## config.mk

```make
export PLATFORM = sky130hd
export DESIGN_NAME = irq_vector_ctrl
export DESIGN_NICKNAME = d
export VERILOG_FILES = /design/src/rtl/irqc_pkg.sv /design/src/rtl/irqc_edge_filter.sv /design/src/rtl/irqc_pending.sv /design/src/rtl/irqc_arbiter.sv /design/src/rtl/irq_vector_ctrl.sv
export SDC_FILE = /design/constraint.sdc
export NUM_CORES = 1
export LEC_CHECK = 0
export ABC_AREA = 1
export BUFFER_PORTS_ARGS = -buffer_cell sky130_fd_sc_hd__buf_4
export CORE_MARGIN = 2
export CORE_UTILIZATION = 52
export CTS_BUF_LIST = sky130_fd_sc_hd__clkbuf_4 sky130_fd_sc_hd__clkbuf_8
export DETAILED_ROUTE_END_ITERATION = 6
export PLACE_DENSITY = 0.86
export SETUP_SLACK_MARGIN = 0.5
export SLEW_MARGIN = 10
export SYNTH_ARGS = -nofsm -noshare
export SYNTH_HDL_FRONTEND = slang
export SYNTH_SLANG_ARGS = --single-unit
```

## constraint.sdc

```tcl
create_clock -name clk -period 2.61 [get_ports clk]
set_input_delay 0.3915 -clock clk [delete_from_list [all_inputs] [get_ports clk]]
set_output_delay 0.3915 -clock clk [all_outputs]
set_load 0.02 [all_outputs]
```

## src/rtl/irqc_pkg.sv

```systemverilog
`timescale 1ns/1ps
// Shared constants and types for the vectored interrupt controller.
package irqc_pkg;
    localparam int NSRC    = 6;  // request lines
    localparam int MASK_W  = 8;  // mask register width
    localparam int ME_BIT  = 7;  // master enable position
    localparam int RSV_BIT = 6;  // reserved, reads zero
    localparam int VEC_W   = 8;  // vector address width

    typedef logic [NSRC-1:0] src_vec_t;
endpackage

```

## src/rtl/irqc_edge_filter.sv

```systemverilog
`timescale 1ns/1ps
// Synchronises one asynchronous pin and accepts a level change only after
// it has persisted for FILT_N consecutive samples. Emits one-cycle pulses
// for accepted rising and falling transitions.
// Assumes the pin idles at IDLE_LVL out of reset.
module irqc_edge_filter #(
    parameter int   FILT_N   = 2,
    parameter logic IDLE_LVL = 1'b1
) (
    input  logic clk,
    input  logic rst_n,
    input  logic pin,
    output logic rise_p,
    output logic fall_p
);
    localparam int CW = (FILT_N < 2) ? 1 : $clog2(FILT_N + 1);
    localparam logic [CW-1:0] LAST = CW'(FILT_N - 1);

    logic [1:0]    sync_q;
    logic          filt_q;
    logic [CW-1:0] run_q;

    // two-stage synchroniser against metastability
    always_ff @(posedge clk) begin
        if (!rst_n) sync_q <= {2{IDLE_LVL}};
        else        sync_q <= {sync_q[0], pin};
    end

    // count consecutive differing samples and flip the filtered level
    always_ff @(posedge clk) begin
        if (!rst_n) begin
            filt_q <= IDLE_LVL;
            run_q  <= '0;
            rise_p <= 1'b0;
            fall_p <= 1'b0;
        end else if (sync_q[1] != filt_q) begin
            if (run_q == LAST) begin
                filt_q <= sync_q[1];
                run_q  <= '0;
                rise_p <= sync_q[1];
                fall_p <= ~sync_q[1];
            end else begin
                run_q  <= run_q + 1'b1;
                rise_p <= 1'b0;
                fall_p <= 1'b0;
            end
        end else begin
            run_q  <= '0;
            rise_p <= 1'b0;
            fall_p <= 1'b0;
        end
    end
endmodule

```

## src/rtl/irqc_pending.sv

```systemverilog
`timescale 1ns/1ps
// Pending flag bank: each flag is set by its event and cleared by the
// clear vector; a set in the same cycle as a clear leaves the flag set.
module irqc_pending
    import irqc_pkg::*;
(
    input  logic     clk,
    input  logic     rst_n,
    input  src_vec_t set_v,
    input  src_vec_t clr_v,
    output src_vec_t pend
);
    // per-flag update with set dominant over clear
    always_ff @(posedge clk) begin
        if (!rst_n) pend <= '0;
        else        pend <= (pend & ~clr_v) | set_v;
    end
endmodule

```

## src/rtl/irqc_arbiter.sv

```systemverilog
`timescale 1ns/1ps
// Fixed-priority selector: lowest set index of the eligible vector wins.
// Produces request, one-hot grant and vector VEC_BASE + VEC_STEP*index.
module irqc_arbiter
    import irqc_pkg::*;
#(
    parameter int VEC_BASE = 2,
    parameter int VEC_STEP = 2
) (
    input  src_vec_t         elig,
    output logic             req,
    output src_vec_t         grant,
    output logic [VEC_W-1:0] vec
);
    // scan from lowest priority up so the lowest index is written last
    always_comb begin
        grant = '0;
        vec   = '0;
        for (int i = NSRC - 1; i >= 0; i--) begin
            if (elig[i]) begin
                grant = src_vec_t'(1) << i;
                vec   = VEC_W'(VEC_BASE + VEC_STEP * i);
            end
        end
    end

    // any eligible source raises the request
    assign req = |elig;
endmodule

```

## src/rtl/irq_vector_ctrl.sv

```systemverilog
`timescale 1ns/1ps
// Vectored interrupt controller top. Combines timer strobes and filtered
// pin edges into pending flags, gates them by the mask register, and
// presents the winning vector. Mask register layout: bit 7 master enable,
// bit 6 reserved zero, bits 5:0 per-source enables.
// Assumes ack, ei, di and iret strobes are single-cycle pulses.
module irq_vector_ctrl
    import irqc_pkg::*;
#(
    parameter int FILT_N   = 2,
    parameter int VEC_BASE = 2,
    parameter int VEC_STEP = 2
) (
    input  logic                clk,
    input  logic                rst_n,
    input  logic [2:0]          tmr_tick,
    input  logic [1:0]          ext_pin,
    input  logic                mask_wr,
    input  logic [MASK_W-1:0]   mask_wdata,
    input  logic                ei_pulse,
    input  logic                di_pulse,
    input  logic                iret_pulse,
    input  logic                pend_clr,
    input  logic [NSRC-1:0]     pend_clr_sel,
    input  logic                ack,
    output logic                irq_req,
    output logic [VEC_W-1:0]    irq_vec,
    output logic [MASK_W-1:0]   mask_q,
    output logic [NSRC-1:0]     pend_q
);
    localparam int NPIN = 2;

    logic [NPIN-1:0] pin_rise, pin_fall;
    logic            unused_pinb_rise;
    src_vec_t        set_v, clr_v, pend, en_q, elig, grant;
    logic            me_q, req, take;
    logic [VEC_W-1:0] vec;

    // one filter per external pin
    for (genvar p = 0; p < NPIN; p++) begin : g_pin
        irqc_edge_filter #(.FILT_N(FILT_N), .IDLE_LVL(1'b1)) u_filt (
            .clk    (clk),
            .rst_n  (rst_n),
            .pin    (ext_pin[p]),
            .rise_p (pin_rise[p]),
            .fall_p (pin_fall[p])
        );
    end

    assign unused_pinb_rise = pin_rise[1];

    // route events to request lines in priority order
    assign set_v = {tmr_tick[2], pin_rise[0], pin_fall[1],
                    tmr_tick[1], pin_fall[0], tmr_tick[0]};

    assign take  = ack & req;
    assign clr_v = (take ? grant : '0) | (pend_clr ? pend_clr_sel : '0);

    irqc_pending u_pend (
        .clk   (clk),
        .rst_n (rst_n),
        .set_v (set_v),
        .clr_v (clr_v),
        .pend  (pend)
    );

    // per-source enables: written only through the mask write strobe
    always_ff @(posedge clk) begin
        if (!rst_n)       en_q <= '0;
        else if (mask_wr) en_q <= mask_wdata[NSRC-1:0];
    end

    // master enable: acknowledge and disable clear, enable and return set
    always_ff @(posedge clk) begin
        if (!rst_n)                     me_q <= 1'b0;
        else if (take || di_pulse)      me_q <= 1'b0;
        else if (ei_pulse || iret_pulse) me_q <= 1'b1;
    end

    assign elig = pend & en_q & {NSRC{me_q}};

    irqc_arbiter #(.VEC_BASE(VEC_BASE), .VEC_STEP(VEC_STEP)) u_arb (
        .elig  (elig),
        .req   (req),
        .grant (grant),
        .vec   (vec)
    );

    assign irq_req = req;
    assign irq_vec = vec;
    assign pend_q  = pend;

    // assemble the visible mask register
    always_comb begin
        mask_q               = '0;
        mask_q[NSRC-1:0]     = en_q;
        mask_q[RSV_BIT]      = 1'b0;
        mask_q[ME_BIT]       = me_q;
    end
endmodule

```

==> reports/qor.csv, run 1 <==
metric,value,unit
rsz0062_at_grt,false,
place_ws,0.9538,ns
wl,2467,um
reg2regPathDepth,5,
seq_area_frac_synth,43.93,%
routed-via-count,1037,
finalMaxSlewViolations,0,
max_freq,539.8,MHz
r2r_slack,1.44,ns
io_buffers,41,
met2_usage,35.90,%
vias_per_cell,4.962,
maxCapViolCount,0,
cp_cell_sequence,"nand3_1, nor2_1, nor2_1, a21oi_1, buf_4",
wire_per_inst,11.80,um
top_usage_layer,met2,
fin_cells,209,
fin_skew,0.002458,ns
cts_root_buf,clkbuf_4,
cp_max_fo,10,
antenna_cells,0,
synthTopCellsByArea,"dfxtp_1, nor2_1, buf_4",
grtUsageTotal,20.63,%
die-area,2677,um^2
yosysTopAreaCell,dfxtp_1,
htree_levels,1,
ys_seq_elements,26,
holdPathEnd,g_pin[0].u_filt.sync_q[0],
nets,212,
die_y,51.74,um
clockBufferDepth,2,
critPathSlowestCell,dfxtp_2,
drcViolationCount,0,
cp-start-kind,flip-flop,
cp-end-kind,output port,
clk_latency,0.32,ns
min_period,1.852,ns
syn_avg_cell_area,8.403,um^2
initial_core_util,54.08,%
use_met1,24.46,%
drive_above_1_share,35.36,%
die_w,51.74,um
p_leak,0.0006979,uW
hpwl,1940,um
max_stage_delay,0.51,ns
place_congestion,0.7764,
cts_num_sinks,26,
cts_tree,yes,
grtUsageMet3,4.023,%
boundaryPins,50,
cp.required,2.22,ns
grt_overflow,0,
final-hold-violation-count,0,
ir_drop,0.3855,mV
postRouteAntennaNets,0,
design.core.area,2191,um^2
setup_slack,0.7576,ns
antenna_found_initial,0,
grt_first_pass_wirelength,4126,um
yosysWarningCount,0,
cpMostUsedCell,nor2_1,
first_pass_iters,4,
dpl-instance-area,1475,um^2
grt_pass1_vias,994,
min-delay-start,ext_pin[0],
cp_data_arrival_time,1.46,ns
num_rows,17,
powerDensity,473.3,nW/um^2
r2r_end,u_pend.pend[0],
cts_hold_repair.buffers,0,
syn_to_final_growth,26.50,%
final_common_cell,buf_4,
r2r_start,me_q,
period_share,70.97,%
syn_inst,141,
cts_buffers,3,
synth_cell_types,31,
fin_setup_tns,0,ns
hold_path.class,in2reg,
layout_common_cells,"buf_4, dfxtp_1, nor2_1",
dp_cells,206,
min_path_cells,2,
setup_viol,0,
status,"finished, final reports clean",
first_iter_violations,23,
crit_type,reg2out,
clk_pin_slew,0.12,ns
fin_area,1499,um^2
synth_area,1185,um^2
synth_top_area_share,43.93,%
grt_max_degree,17,
## state kept, by name, indices dropped and copies added, names as in the netlist
register and flops:
en_q 6, u_pend.pend 6, g_pin.u_filt.run_q 4, g_pin.u_filt.sync_q 4, g_pin.u_filt.fall_p 2, g_pin.u_filt.filt_q 2
g_pin.u_filt.rise_p 1, me_q 1
## repair_timing
item / 4_1_cts / 5_1_grt
setup buffers: 0 / 0
resized for setup: 0 / 1
endpoints found under the setup margin: 0 / 1
## cell usage after synthesis (all sizes together)
cell     n
o211ai   2
o31ai    1
nand4    1
a21boi   3
a31oi    4
o21ai    9
buf      9
a21oi    9
nand2   14
inv     17
ha       2
and3     1
or2      4
nor2    25
nand3    9
conb     1
dfxtp   26
nor4b    1
clkinv   2
nor4     1
## where the power goes
group	internal (uW)	total (uW)	switching, uW	leakage, uW
sequential	414	433	19.5	0.000214
clock	54.1	163	109	0.0000138
combinational	52.9	113	60.6	0.000470
total	521	709	189	0.000698
## metal layers
metal | vias up | share of wire [%]
met5 | - | 0
met4 | 0 | 1.5
met3 | 6 | 6.9
met2 | 43 | 49
met1 | 466 | 43
li1 | 522 | -
## area by class of cell
cell class	instances	area, um^2
clock buffers	3	22.52
fillers	186	691.9
inverters	19	71.32
multi-input cells	92	540.5
flip-flops and latches	26	521.8
well taps	28	35.03
repair buffers	41	307.8
## worst max-delay path by stage
| stage | slack, ns | cells after the start | startpoint | endpoint |
|---|---|---|---|---|
| 2_1_floorplan | 1.09 | 4 | u_pend.pend[5] | irq_vec[2] |
| 3_3_place_gp | 0.96 | 5 | me_q | irq_vec[2] |
| 3_5_place_dp | 0.95 | 5 | me_q | irq_vec[2] |
| 4_1_cts | 0.58 | 5 | me_q | irq_vec[2] |
| 5_1_grt | 0.68 | 5 | me_q | irq_vec[2] |
| 6_report | 0.76 | 5 | me_q | irq_vec[2] |
## through the flow
stage / hold WS, ns / utilization [%] / power (uW)
3_3_place_gp: 0.3889 / 67.33 / 550.1
3_5_place_dp: 0.3908 / 67.33 / 554.9
2_1_floorplan: 0.3855 / - / 504.7
5_1_grt: 0.2373 / 68.42 / 741.6
6_report: 0.2449 / 68.42 / 709.5
4_1_cts: 0.2382 / 68.36 / 714.8
## critical path: cells and delay by family, from the launching register on
kind                   cells  cell delay, ns
AO/OA/AOI/OAI              1            0.13
buffers and inverters      1            0.16
flip-flops                 1            0.51
AND/OR/NAND/NOR            3            0.33
## cells by family after synthesis
kind of cell	after synthesis	synth area share [%]
flops	26	43.93
simple gates	56	25.87
compound gates	28	15.73
fa+ha+maj	2	2.112
buf+inv	28	12.04
other cells	1	0.3165
Note: power is estimated with default switching activity, not from simulation.
==> inputs of run 2 (changes only) <==
--- a/config.mk
+++ b/config.mk
@@ -8,10 +8,10 @@
 export ABC_AREA = 1
 export BUFFER_PORTS_ARGS = -buffer_cell sky130_fd_sc_hd__buf_4
 export CORE_MARGIN = 2
-export CORE_UTILIZATION = 52
+export CORE_UTILIZATION = 44
 export CTS_BUF_LIST = sky130_fd_sc_hd__clkbuf_4 sky130_fd_sc_hd__clkbuf_8
 export DETAILED_ROUTE_END_ITERATION = 6
-export PLACE_DENSITY = 0.86
+export PLACE_DENSITY = 0.77
 export SETUP_SLACK_MARGIN = 0.5
 export SLEW_MARGIN = 10
 export SYNTH_ARGS = -nofsm -noshare
==> constraint.sdc (replaced) <==
create_clock -name clk -period 1.69 [get_ports clk]
set_input_delay 0.2535 -clock clk [delete_from_list [all_inputs] [get_ports clk]]
set_output_delay 0.2535 -clock clk [all_outputs]
set_load 0.02 [all_outputs]
==> run 2 against run 1 <==
Utilization down 4.5 points. Power up 64%. Flip-flop and latch count unchanged. Cell count up 3.3%. Clock power up 85%. Clock skew up 0.0050 ns. Global-route usage down 3.3 points. Critical endpoint unchanged. Largest cell class unchanged.
==> reports/qor.csv, run 2 (synthesis results as in run 1) <==
metric,value,unit
min_period,1.620,ns
r2r_start,me_q,
grt_overflow,0,
finalMaxSlewViolations,0,
fin_cells,216,
layout_common_cells,"buf_4, nor2_1, dfxtp_1",
drive_above_1_share,44.62,%
crit_type,reg2out,
min-delay-start,ext_pin[0],
cp_data_arrival_time,1.37,ns
cp_max_fo,5,
clockBufferDepth,2,
pwr-share-comb,16.7,%
htree_levels,1,
dp_cells,209,
startpoint,me_q,
final_common_cell,buf_4,
fin_skew,0.007428,ns
maxCapViolCount,0,
routed-via-count,1080,
cts_root_buf,clkbuf_4,
setup_slack,0.06992,ns
p_sw_share,25.60,%
vias_per_cell,5.000,
top_regs,"en_q: 6 flops, u_pend.pend: 6 flops",
initial_core_util,46.97,%
place_ws,0.3395,ns
nets,216,
postRouteAntennaNets,0,
p_leak,0.0007402,uW
rsz0062_at_grt,true,
internal_power,863.1,uW
io_buffers,41,
p_sw,296.9,uW
wl,2521,um
powerDensity,719.2,nW/um^2
die-area,3124,um^2
syn_to_final_growth,36.11,%
dpl-instance-area,1498,um^2
cts_tree,yes,
first_pass_iters,4,
clk_pin_slew,0.13,ns
cp-start-kind,flip-flop,
p_seq_share,57.3,%
cp-end-kind,output port,
first_iter_violations,21,
wire_per_inst,11.67,um
final-hold-violation-count,0,
hpwl,2008,um
clk_latency,0.31,ns
place_congestion,0.8362,
grt_first_pass_wirelength,4422,um
cts_hold_repair.buffers,0,
grt_pass1_vias,1029,
cp.required,1.44,ns
period_share,95.86,%
p_clk_share,26.0,%
fin_util,63.94,%
drcViolationCount,0,
setup_viol,0,
die_w,55.90,um
cts_num_sinks,26,
grtUsageTotal,17.32,%
hold_path.class,in2reg,
cts_buffers,3,
grt_max_degree,17,
boundaryPins,50,
ir_drop,0.4092,mV
antenna_found_initial,0,
max_freq,617.3,MHz
die_y,55.90,um
status,"finished, final reports clean",
num_rows,18,
fin_setup_tns,0,ns
fin_area,1613,um^2
design.core.area,2522,um^2
antenna_cells,0,
## run 2: cell count changes in the layout (fill, tap and decap cells not counted), sizes merged
cell	change
buf	+4
clkbuf	+1
## run 2: path summary, 6_finish.rpt
path	to	slack [ns]	depth (start not counted)
max reg2reg	me_q	0.51	7
min	g_pin[0].u_filt.sync_q[0]	0.11	2
min reg2reg	g_pin[0].u_filt.sync_q[1]	0.42	1
max	irq_vec[2]	0.07	7
## run 2: area by class of cell
class                      count  area (um^2)
inverter                      19        72.57
tap                           30        37.54
multi-input combinational     92        584.3
timing repair buffer          45        352.8
clock buffer                   4        36.28
sequential                    26        529.3
fill                         225        909.6
## run 2: routing by layer
metal | GRT usage, % | vias up | wire length, um
met3 | 3.953 | 4 | 236
met1 | 21.36 | 491 | 1035
met5 | 0 | - | 0
met4 | 5.102 | 0 | 23
met2 | 30.10 | 50 | 1225
li1 | - | 535 | -
## run 2: stage by stage
stage | total power [uW] | hold slack, ns
finish | 1160 | 0.1147
CTS | 1171 | 0.1066
floorplan | 781.0 | 0.3335
detailed placement | 861.5 | 0.3963
global placement | 853.7 | 0.3881
global route | 1216 | 0.1079
## run 2: power groups by stage
stage                     Sequential (uW)  Combinational (uW)  Clock [uW]
after floorplan                       691                89.6           0
after global placement                676                 178           0
after detailed placement              677                 184           0
after CTS                             665                 192         314
after global routing                  668                 212         336
final                                 665                 194         301
## run 2: critical path, stage by stage (launching register included)
cell and delay, ns:
dfxtp_2 0.35, buf_6 0.13, nand3_4 0.09, nand2_4 0.08, nor2_4 0.09, nor2_2 0.04, a21oi_2 0.14, buf_6 0.13
## run 2: repair_timing
action | CTS | global route
pin swaps | 2 | 0
gates cloned | 1 | 0
resized for setup | 10 | 8
setup endpoints to repair | 6 | 13
setup buffers | 2 | 0
